$ cat src/rtl/mbx_pkg.sv
package mbx_pkg;
    localparam int ADDR_W     = 12;
    localparam int WORD_W     = 32;
    localparam int FULL_BIT   = WORD_W - 1;
    localparam int MAX_SLOTS  = 8;
    localparam int STAT_W     = 2 * MAX_SLOTS;
    localparam int IDX_W      = $clog2(MAX_SLOTS);
    localparam int LINE_IDX_W = 4;

    localparam logic [ADDR_W-1:0] STATUS_ADDR = 12'h304;
    localparam logic [ADDR_W-1:0] DIMS_ADDR   = 12'h380;
    localparam logic [3:0]        LINE_PAGE   = 4'h1;

    typedef enum logic [1:0] {
        SR_DATA     = 2'd0,
        SR_FULL_EN  = 2'd1,
        SR_EMPTY_EN = 2'd2,
        SR_NONE     = 2'd3
    } slot_reg_e;

    typedef struct packed {
        logic                  slot_hit;
        logic                  line_hit;
        logic                  stat_hit;
        logic                  dim_hit;
        logic [IDX_W-1:0]      slot_idx;
        logic [LINE_IDX_W-1:0] line_idx;
        slot_reg_e             sreg;
    } dec_t;
endpackage

$ cat src/rtl/mbx_decode.sv
module mbx_decode
    import mbx_pkg::*;
#(
    parameter int NUM_SLOTS = 4,
    parameter int NUM_LINES = 2,
    parameter bit LOCAL_EN  = 1'b1
) (
    input  logic [ADDR_W-1:0] addr,
    output dec_t              dec
);
    always_comb begin
        dec      = '0;
        dec.sreg = SR_NONE;
        if (addr[1:0] == 2'b00) begin
            if (addr[ADDR_W-1:7] == '0 && int'(addr[6:4]) < NUM_SLOTS) begin
                dec.slot_idx = addr[6:4];
                case (addr[3:2])
                    2'd0: begin
                        dec.slot_hit = 1'b1;
                        dec.sreg     = SR_DATA;
                    end
                    2'd1: if (LOCAL_EN) begin
                        dec.slot_hit = 1'b1;
                        dec.sreg     = SR_FULL_EN;
                    end
                    2'd2: if (LOCAL_EN) begin
                        dec.slot_hit = 1'b1;
                        dec.sreg     = SR_EMPTY_EN;
                    end
                    default: ;
                endcase
            end
            if (addr[ADDR_W-1:8] == LINE_PAGE && addr[7:6] == 2'b00 &&
                int'(addr[5:2]) < NUM_LINES) begin
                dec.line_hit = 1'b1;
                dec.line_idx = addr[5:2];
            end
            dec.stat_hit = (addr == STATUS_ADDR);
            dec.dim_hit  = (addr == DIMS_ADDR);
        end
    end
endmodule

$ cat src/rtl/mbx_slot_bank.sv
module mbx_slot_bank
    import mbx_pkg::*;
#(
    parameter int NUM_SLOTS = 4,
    parameter bit LOCAL_EN  = 1'b1
) (
    input  logic                                clk,
    input  logic                                rst_n,
    input  logic                                wr,
    input  logic [IDX_W-1:0]                    idx,
    input  slot_reg_e                           sreg,
    input  logic [WORD_W-1:0]                   wdata,
    output logic [NUM_SLOTS-1:0][WORD_W-1:0]    word,
    output logic [NUM_SLOTS-1:0]                full,
    output logic [NUM_SLOTS-1:0]                fen,
    output logic [NUM_SLOTS-1:0]                een
);
    typedef struct packed {
        logic [NUM_SLOTS-1:0][WORD_W-1:0] word;
        logic [NUM_SLOTS-1:0]             fen;
        logic [NUM_SLOTS-1:0]             een;
    } bank_t;

    bank_t st_d, st_q;

    always_comb begin
        st_d = st_q;
        for (int i = 0; i < NUM_SLOTS; i++) begin
            if (wr && int'(idx) == i) begin
                case (sreg)
                    SR_DATA:     st_d.word[i] = wdata;
                    SR_FULL_EN:  st_d.fen[i]  = wdata[0];
                    SR_EMPTY_EN: st_d.een[i]  = wdata[0];
                    default: ;
                endcase
            end
        end
    end

    always_ff @(posedge clk or negedge rst_n) begin
        if (!rst_n) st_q <= '0;
        else        st_q <= st_d;
    end

    assign word = st_q.word;

    for (genvar i = 0; i < NUM_SLOTS; i++) begin : g_full
        assign full[i] = st_q.word[i][FULL_BIT];
    end

    if (LOCAL_EN) begin : g_local
        assign fen = st_q.fen;
        assign een = st_q.een;
    end else begin : g_nolocal
        assign fen = '1;
        assign een = '1;
    end
endmodule

$ cat src/rtl/mbx_irq_agg.sv
module mbx_irq_agg
    import mbx_pkg::*;
#(
    parameter int NUM_SLOTS = 4,
    parameter int NUM_LINES = 2
) (
    input  logic                                clk,
    input  logic                                rst_n,
    input  logic                                wr,
    input  logic [LINE_IDX_W-1:0]               line_idx,
    input  logic [STAT_W-1:0]                   wmask,
    input  logic [NUM_SLOTS-1:0]                full,
    input  logic [NUM_SLOTS-1:0]                fen,
    input  logic [NUM_SLOTS-1:0]                een,
    output logic [NUM_LINES-1:0][STAT_W-1:0]    line_en,
    output logic [STAT_W-1:0]                   status,
    output logic [NUM_LINES-1:0]                irq
);
    function automatic logic [STAT_W-1:0] valid_bits();
        logic [STAT_W-1:0] v;
        v = '0;
        for (int i = 0; i < NUM_SLOTS; i++) begin
            v[i]             = 1'b1;
            v[MAX_SLOTS + i] = 1'b1;
        end
        return v;
    endfunction

    localparam logic [STAT_W-1:0] VALID_MASK = valid_bits();

    typedef struct packed {
        logic [NUM_LINES-1:0][STAT_W-1:0] en;
    } agg_t;

    agg_t              st_d, st_q;
    logic [STAT_W-1:0] loc_mask;

    always_comb begin
        status   = '0;
        loc_mask = '0;
        for (int i = 0; i < NUM_SLOTS; i++) begin
            status[i]               = ~full[i];
            status[MAX_SLOTS + i]   = full[i];
            loc_mask[i]             = een[i];
            loc_mask[MAX_SLOTS + i] = fen[i];
        end
    end

    always_comb begin
        st_d = st_q;
        for (int n = 0; n < NUM_LINES; n++) begin
            if (wr && int'(line_idx) == n) st_d.en[n] = wmask & VALID_MASK;
        end
    end

    always_ff @(posedge clk or negedge rst_n) begin
        if (!rst_n) st_q <= '0;
        else        st_q <= st_d;
    end

    assign line_en = st_q.en;

    for (genvar n = 0; n < NUM_LINES; n++) begin : g_line
        assign irq[n] = |(st_q.en[n] & status & loc_mask);
    end
endmodule

$ cat src/rtl/mbx_hub.sv
module mbx_hub
    import mbx_pkg::*;
#(
    parameter int NUM_SLOTS = 4,
    parameter int NUM_LINES = 2,
    parameter int NUM_SSEM  = 0,
    parameter int NUM_ASEM  = 0,
    parameter int NUM_BELLS = 0,
    parameter bit LOCAL_EN  = 1'b1
) (
    input  logic                  clk,
    input  logic                  rst_n,
    input  logic                  wr_en,
    input  logic                  rd_en,
    input  logic [ADDR_W-1:0]     addr,
    input  logic [WORD_W-1:0]     wdata,
    output logic [WORD_W-1:0]     rdata,
    output logic [NUM_LINES-1:0]  irq
);
    localparam logic [WORD_W-1:0] DIMS_WORD = {12'b0, 4'(NUM_LINES), 4'(NUM_BELLS),
                                               4'(NUM_ASEM), 4'(NUM_SSEM), 4'(NUM_SLOTS)};

    typedef struct packed {
        logic [WORD_W-1:0] rdata;
    } top_t;

    dec_t                             dec;
    logic [NUM_SLOTS-1:0][WORD_W-1:0] word;
    logic [NUM_SLOTS-1:0]             full, fen, een;
    logic [NUM_LINES-1:0][STAT_W-1:0] line_en;
    logic [STAT_W-1:0]                status;
    top_t                             st_d, st_q;

    mbx_decode #(.NUM_SLOTS(NUM_SLOTS), .NUM_LINES(NUM_LINES), .LOCAL_EN(LOCAL_EN)) u_dec (
        .addr (addr),
        .dec  (dec)
    );

    mbx_slot_bank #(.NUM_SLOTS(NUM_SLOTS), .LOCAL_EN(LOCAL_EN)) u_bank (
        .clk   (clk),
        .rst_n (rst_n),
        .wr    (wr_en && dec.slot_hit),
        .idx   (dec.slot_idx),
        .sreg  (dec.sreg),
        .wdata (wdata),
        .word  (word),
        .full  (full),
        .fen   (fen),
        .een   (een)
    );

    mbx_irq_agg #(.NUM_SLOTS(NUM_SLOTS), .NUM_LINES(NUM_LINES)) u_agg (
        .clk      (clk),
        .rst_n    (rst_n),
        .wr       (wr_en && dec.line_hit),
        .line_idx (dec.line_idx),
        .wmask    (wdata[STAT_W-1:0]),
        .full     (full),
        .fen      (fen),
        .een      (een),
        .line_en  (line_en),
        .status   (status),
        .irq      (irq)
    );

    always_comb begin
        st_d.rdata = '0;
        if (rd_en) begin
            if (dec.slot_hit) begin
                for (int i = 0; i < NUM_SLOTS; i++) begin
                    if (int'(dec.slot_idx) == i) begin
                        case (dec.sreg)
                            SR_DATA:     st_d.rdata = word[i];
                            SR_FULL_EN:  st_d.rdata = {{(WORD_W-1){1'b0}}, fen[i]};
                            SR_EMPTY_EN: st_d.rdata = {{(WORD_W-1){1'b0}}, een[i]};
                            default: ;
                        endcase
                    end
                end
            end
            if (dec.line_hit) begin
                for (int n = 0; n < NUM_LINES; n++) begin
                    if (int'(dec.line_idx) == n) st_d.rdata = WORD_W'(line_en[n]);
                end
            end
            if (dec.stat_hit) st_d.rdata = WORD_W'(status);
            if (dec.dim_hit)  st_d.rdata = DIMS_WORD;
        end
    end

    always_ff @(posedge clk or negedge rst_n) begin
        if (!rst_n) st_q <= '0;
        else        st_q <= st_d;
    end

    assign rdata = st_q.rdata;
endmodule

$ cat config.mk
export PLATFORM = sky130hd
export DESIGN_NAME = mbx_hub
export DESIGN_NICKNAME = d
export VERILOG_FILES = /design/src/rtl/mbx_pkg.sv /design/src/rtl/mbx_decode.sv /design/src/rtl/mbx_slot_bank.sv /design/src/rtl/mbx_irq_agg.sv /design/src/rtl/mbx_hub.sv
export SDC_FILE = /design/constraint.sdc
export NUM_CORES = 1
export LEC_CHECK = 0
export BUFFER_PORTS_ARGS = -buffer_cell sky130_fd_sc_hd__buf_2
export CAP_MARGIN = 20
export CORE_MARGIN = 5
export CORE_UTILIZATION = 30
export DETAILED_ROUTE_END_ITERATION = 6
export GPL_ROUTABILITY_DRIVEN = 1
export PLACE_DENSITY = 0.43
export SETUP_SLACK_MARGIN = 0.5
export SLEW_MARGIN = 20
export SYNTH_ARGS = -nofsm -noshare
export SYNTH_HDL_FRONTEND = slang
export SYNTH_HIERARCHICAL = 1
export SYNTH_SLANG_ARGS = --single-unit
$ cat constraint.sdc
create_clock -name clk -period 3.8 [get_ports clk]
set_input_delay 0.76 -clock clk [delete_from_list [all_inputs] [get_ports clk]]
set_output_delay 0.76 -clock clk [all_outputs]
set_load 0.005 [all_outputs]
==> out/metrics.cfg <==
[outcome]
outcome=complete, no violations

[placement]
gp_congestion=0.784
portBuffers=81
place_ws_ps=250
hpwl_um=15800

[global_routing]
grt_pass1_vias=6201
grt_antenna_before_repair=0
grtUsageTotal=0.143
grt_pass1_wl_um=36800
grt_max_degree=81
gr-total-overflow=0

[critical_path]
reg2regPathDepth=5
worstReg2RegStart=u_bank/word[99]$_DFFE_PN0P_
r2r_end=rdata[3]$_DFF_PN0_
critPathLaunchType=input pin
cp_max_fo=20
crit_required_ps=4100
regToRegSetupSlack_ps=2130
crit_type=input pin to flop
setup.worst_path.end_class=flop
crit_arrival_ps=3450

[layout]
fin_util=0.350
seqCellArea_um2=4600
multi_input_area_um2=3920
syn2layout_area_growth_pct=15.6
drive_gt1_frac=0.448
num_antenna_cells=0
nNetsFinal=798
final_common_cell=dfrtp_1
layout_common_cells=dfrtp_1 (184), mux2_2 (152), buf_2 (80)
nFillCells=2912

[timing]
worst_hold_slack_ps=361
min_period_ps=3140
tns_ps=0
tightest_slew_ps=751
clock.fmax_mhz=318
hold_violations=0
grt_setup_unrepaired=false
maxSlewHeadroom=0.496
finalMaxSlewViolations=0
layout_setup_ws_ps=657
skew_ps=14.7
finalSetupViolations=0
min_period_over_period=0.827

[detailed_routing]
dr.pass1.iters=6
routedWlPerCell_um=20.2
totalWireLength_um=23300
via_count=5665
route.detailed.drc=0
drt_iter0_markers=294
avgViaCountPerCell=4.91
postRouteAntennaNets=0

[die]
die_area_um2=33300
pin_count=82
coreArea_um2=29600
start_util=0.302
die_w_um=183
std_cell_rows=63
die_h_um=183

[synth]
synthFlopType=dfrtp_1
yosys_warnings=6
syn-instance-count=671
synth-seq-area-share=0.515
synth-seq-cells=184
synthesis.area_um2=8940
synth_enable_flop_cells=0
syn_area_per_cell_um2=13.3
synth.distinct_cells=59
async_flop_share=1.00

[run]
cap_violations=0

[power_and_ir_drop]
ir_drop_uv=267
p_total_mw=3.87
p_per_area_nw_per_um2=375
p_leak_nw=4.95

[clock_tree]
post_cts_buffers=0
cts_root_buffer=clkbuf_16
htreeDepth=4
ctsResizeCount=0
clk_pin_slew_ps=70
cts.path.max_buffers=2
cts_tree=yes
cts_buffers=17
clk_latency_ps=430
ctsHoldBuffers=0
clock-sinks=184

[hold_path]
min_path_type=input pin to async pin

==> registers in the layout (all words and copies together) (netlist names) <==
| signal | cells |
|---|---|
| u_bank/word | 124 |
| rdata | 32 |
| u_agg/line_en | 16 |
| u_bank/een | 4 |
| u_bank/fen | 4 |
| u_bank/full | 4 |
==> cells by family after synthesis <==
logic type             after synthesis  synth area share
AO/OA/AOI/OAI                       71            0.0605
buffers and inverters               83            0.0613
flip-flops                         184             0.515
multiplexers                       197             0.268
other                                2          0.000840
AND/OR/NAND/NOR                    134            0.0942
==> critical path: stages <==
cell and delay [ps]:
buf_2 120, or4_1 660, a211oi_1 300, and2_1 280
nor4b_4 340, and3_2 390, buf_12 230, mux2_2 350
==> layer usage <==
metal  GRT usage  vias to the layer above  routed length [um]
li1            -                     2572                   -
met1       0.184                     2991               10500
met2       0.244                       90               11800
met3      0.0317                       12                 705
met4      0.0345                        0                 239
met5           0                        -                   0
==> cell type report <==
type / instances / area share
inverter: 7 / 0.00254
multi-input combinational: 430 / 0.379
timing repair buffer: 110 / 0.0672
clock inverter: 13 / 0.0144
tap: 390 / 0.0472
clock buffer: 19 / 0.0438
sequential: 184 / 0.446
==> worst max path at each step <==
stage	cells after the start	end	slack, ps	start
after floorplan	8	rdata[10]$_DFF_PN0_	550	addr[1]
after global placement	9	rdata[3]$_DFF_PN0_	220	addr[1]
after detailed placement	9	rdata[3]$_DFF_PN0_	250	addr[1]
after CTS	9	rdata[3]$_DFF_PN0_	680	addr[1]
after global routing	8	u_bank/word[55]$_DFFE_PN0P_	550	addr[6]
final	8	u_bank/full[3]$_DFFE_PN0P_	660	addr[6]
==> cell usage after synthesis (all sizes together), types with 4 or more instances <==
cell type    n  area share
a21oi        7      0.0039
nand2       23       0.010
clkbuf      13      0.0055
or3b         4      0.0042
o22ai        5      0.0035
nor2        25       0.010
mux4        18       0.045
a211oi       4      0.0034
nand3b       8      0.0076
mux2i       21       0.024
nor2b       18       0.015
o21a         6      0.0050
a221oi      12       0.012
inv          7      0.0029
dfrtp      184        0.52
nor4         6      0.0059
and2         4      0.0028
a22oi        5      0.0042
a32oi        4      0.0039
a222oi       5      0.0056
nand4        4      0.0028
a21o         5      0.0042
o221ai       5      0.0049
mux2       158        0.20
nor3        18       0.011
buf         63       0.053
o21ai        5      0.0028
==> where the power goes <==
group	switching [mW]	internal [mW]	total, mW
combinational	0.0928	0.0315	0.124
sequential	0.0000988	1.96	1.96
clock	0.821	0.972	1.79
==> through the flow <==
stage	area, um^2	cells
2_1_floorplan	9040	697
3_5_place_dp	9730	1121
4_1_cts	10300	1153
5_1_grt	10300	1153
3_3_place_gp	9730	1121
6_report	10300	1153
No activity file was read; power rests on OpenSTA's default activity.
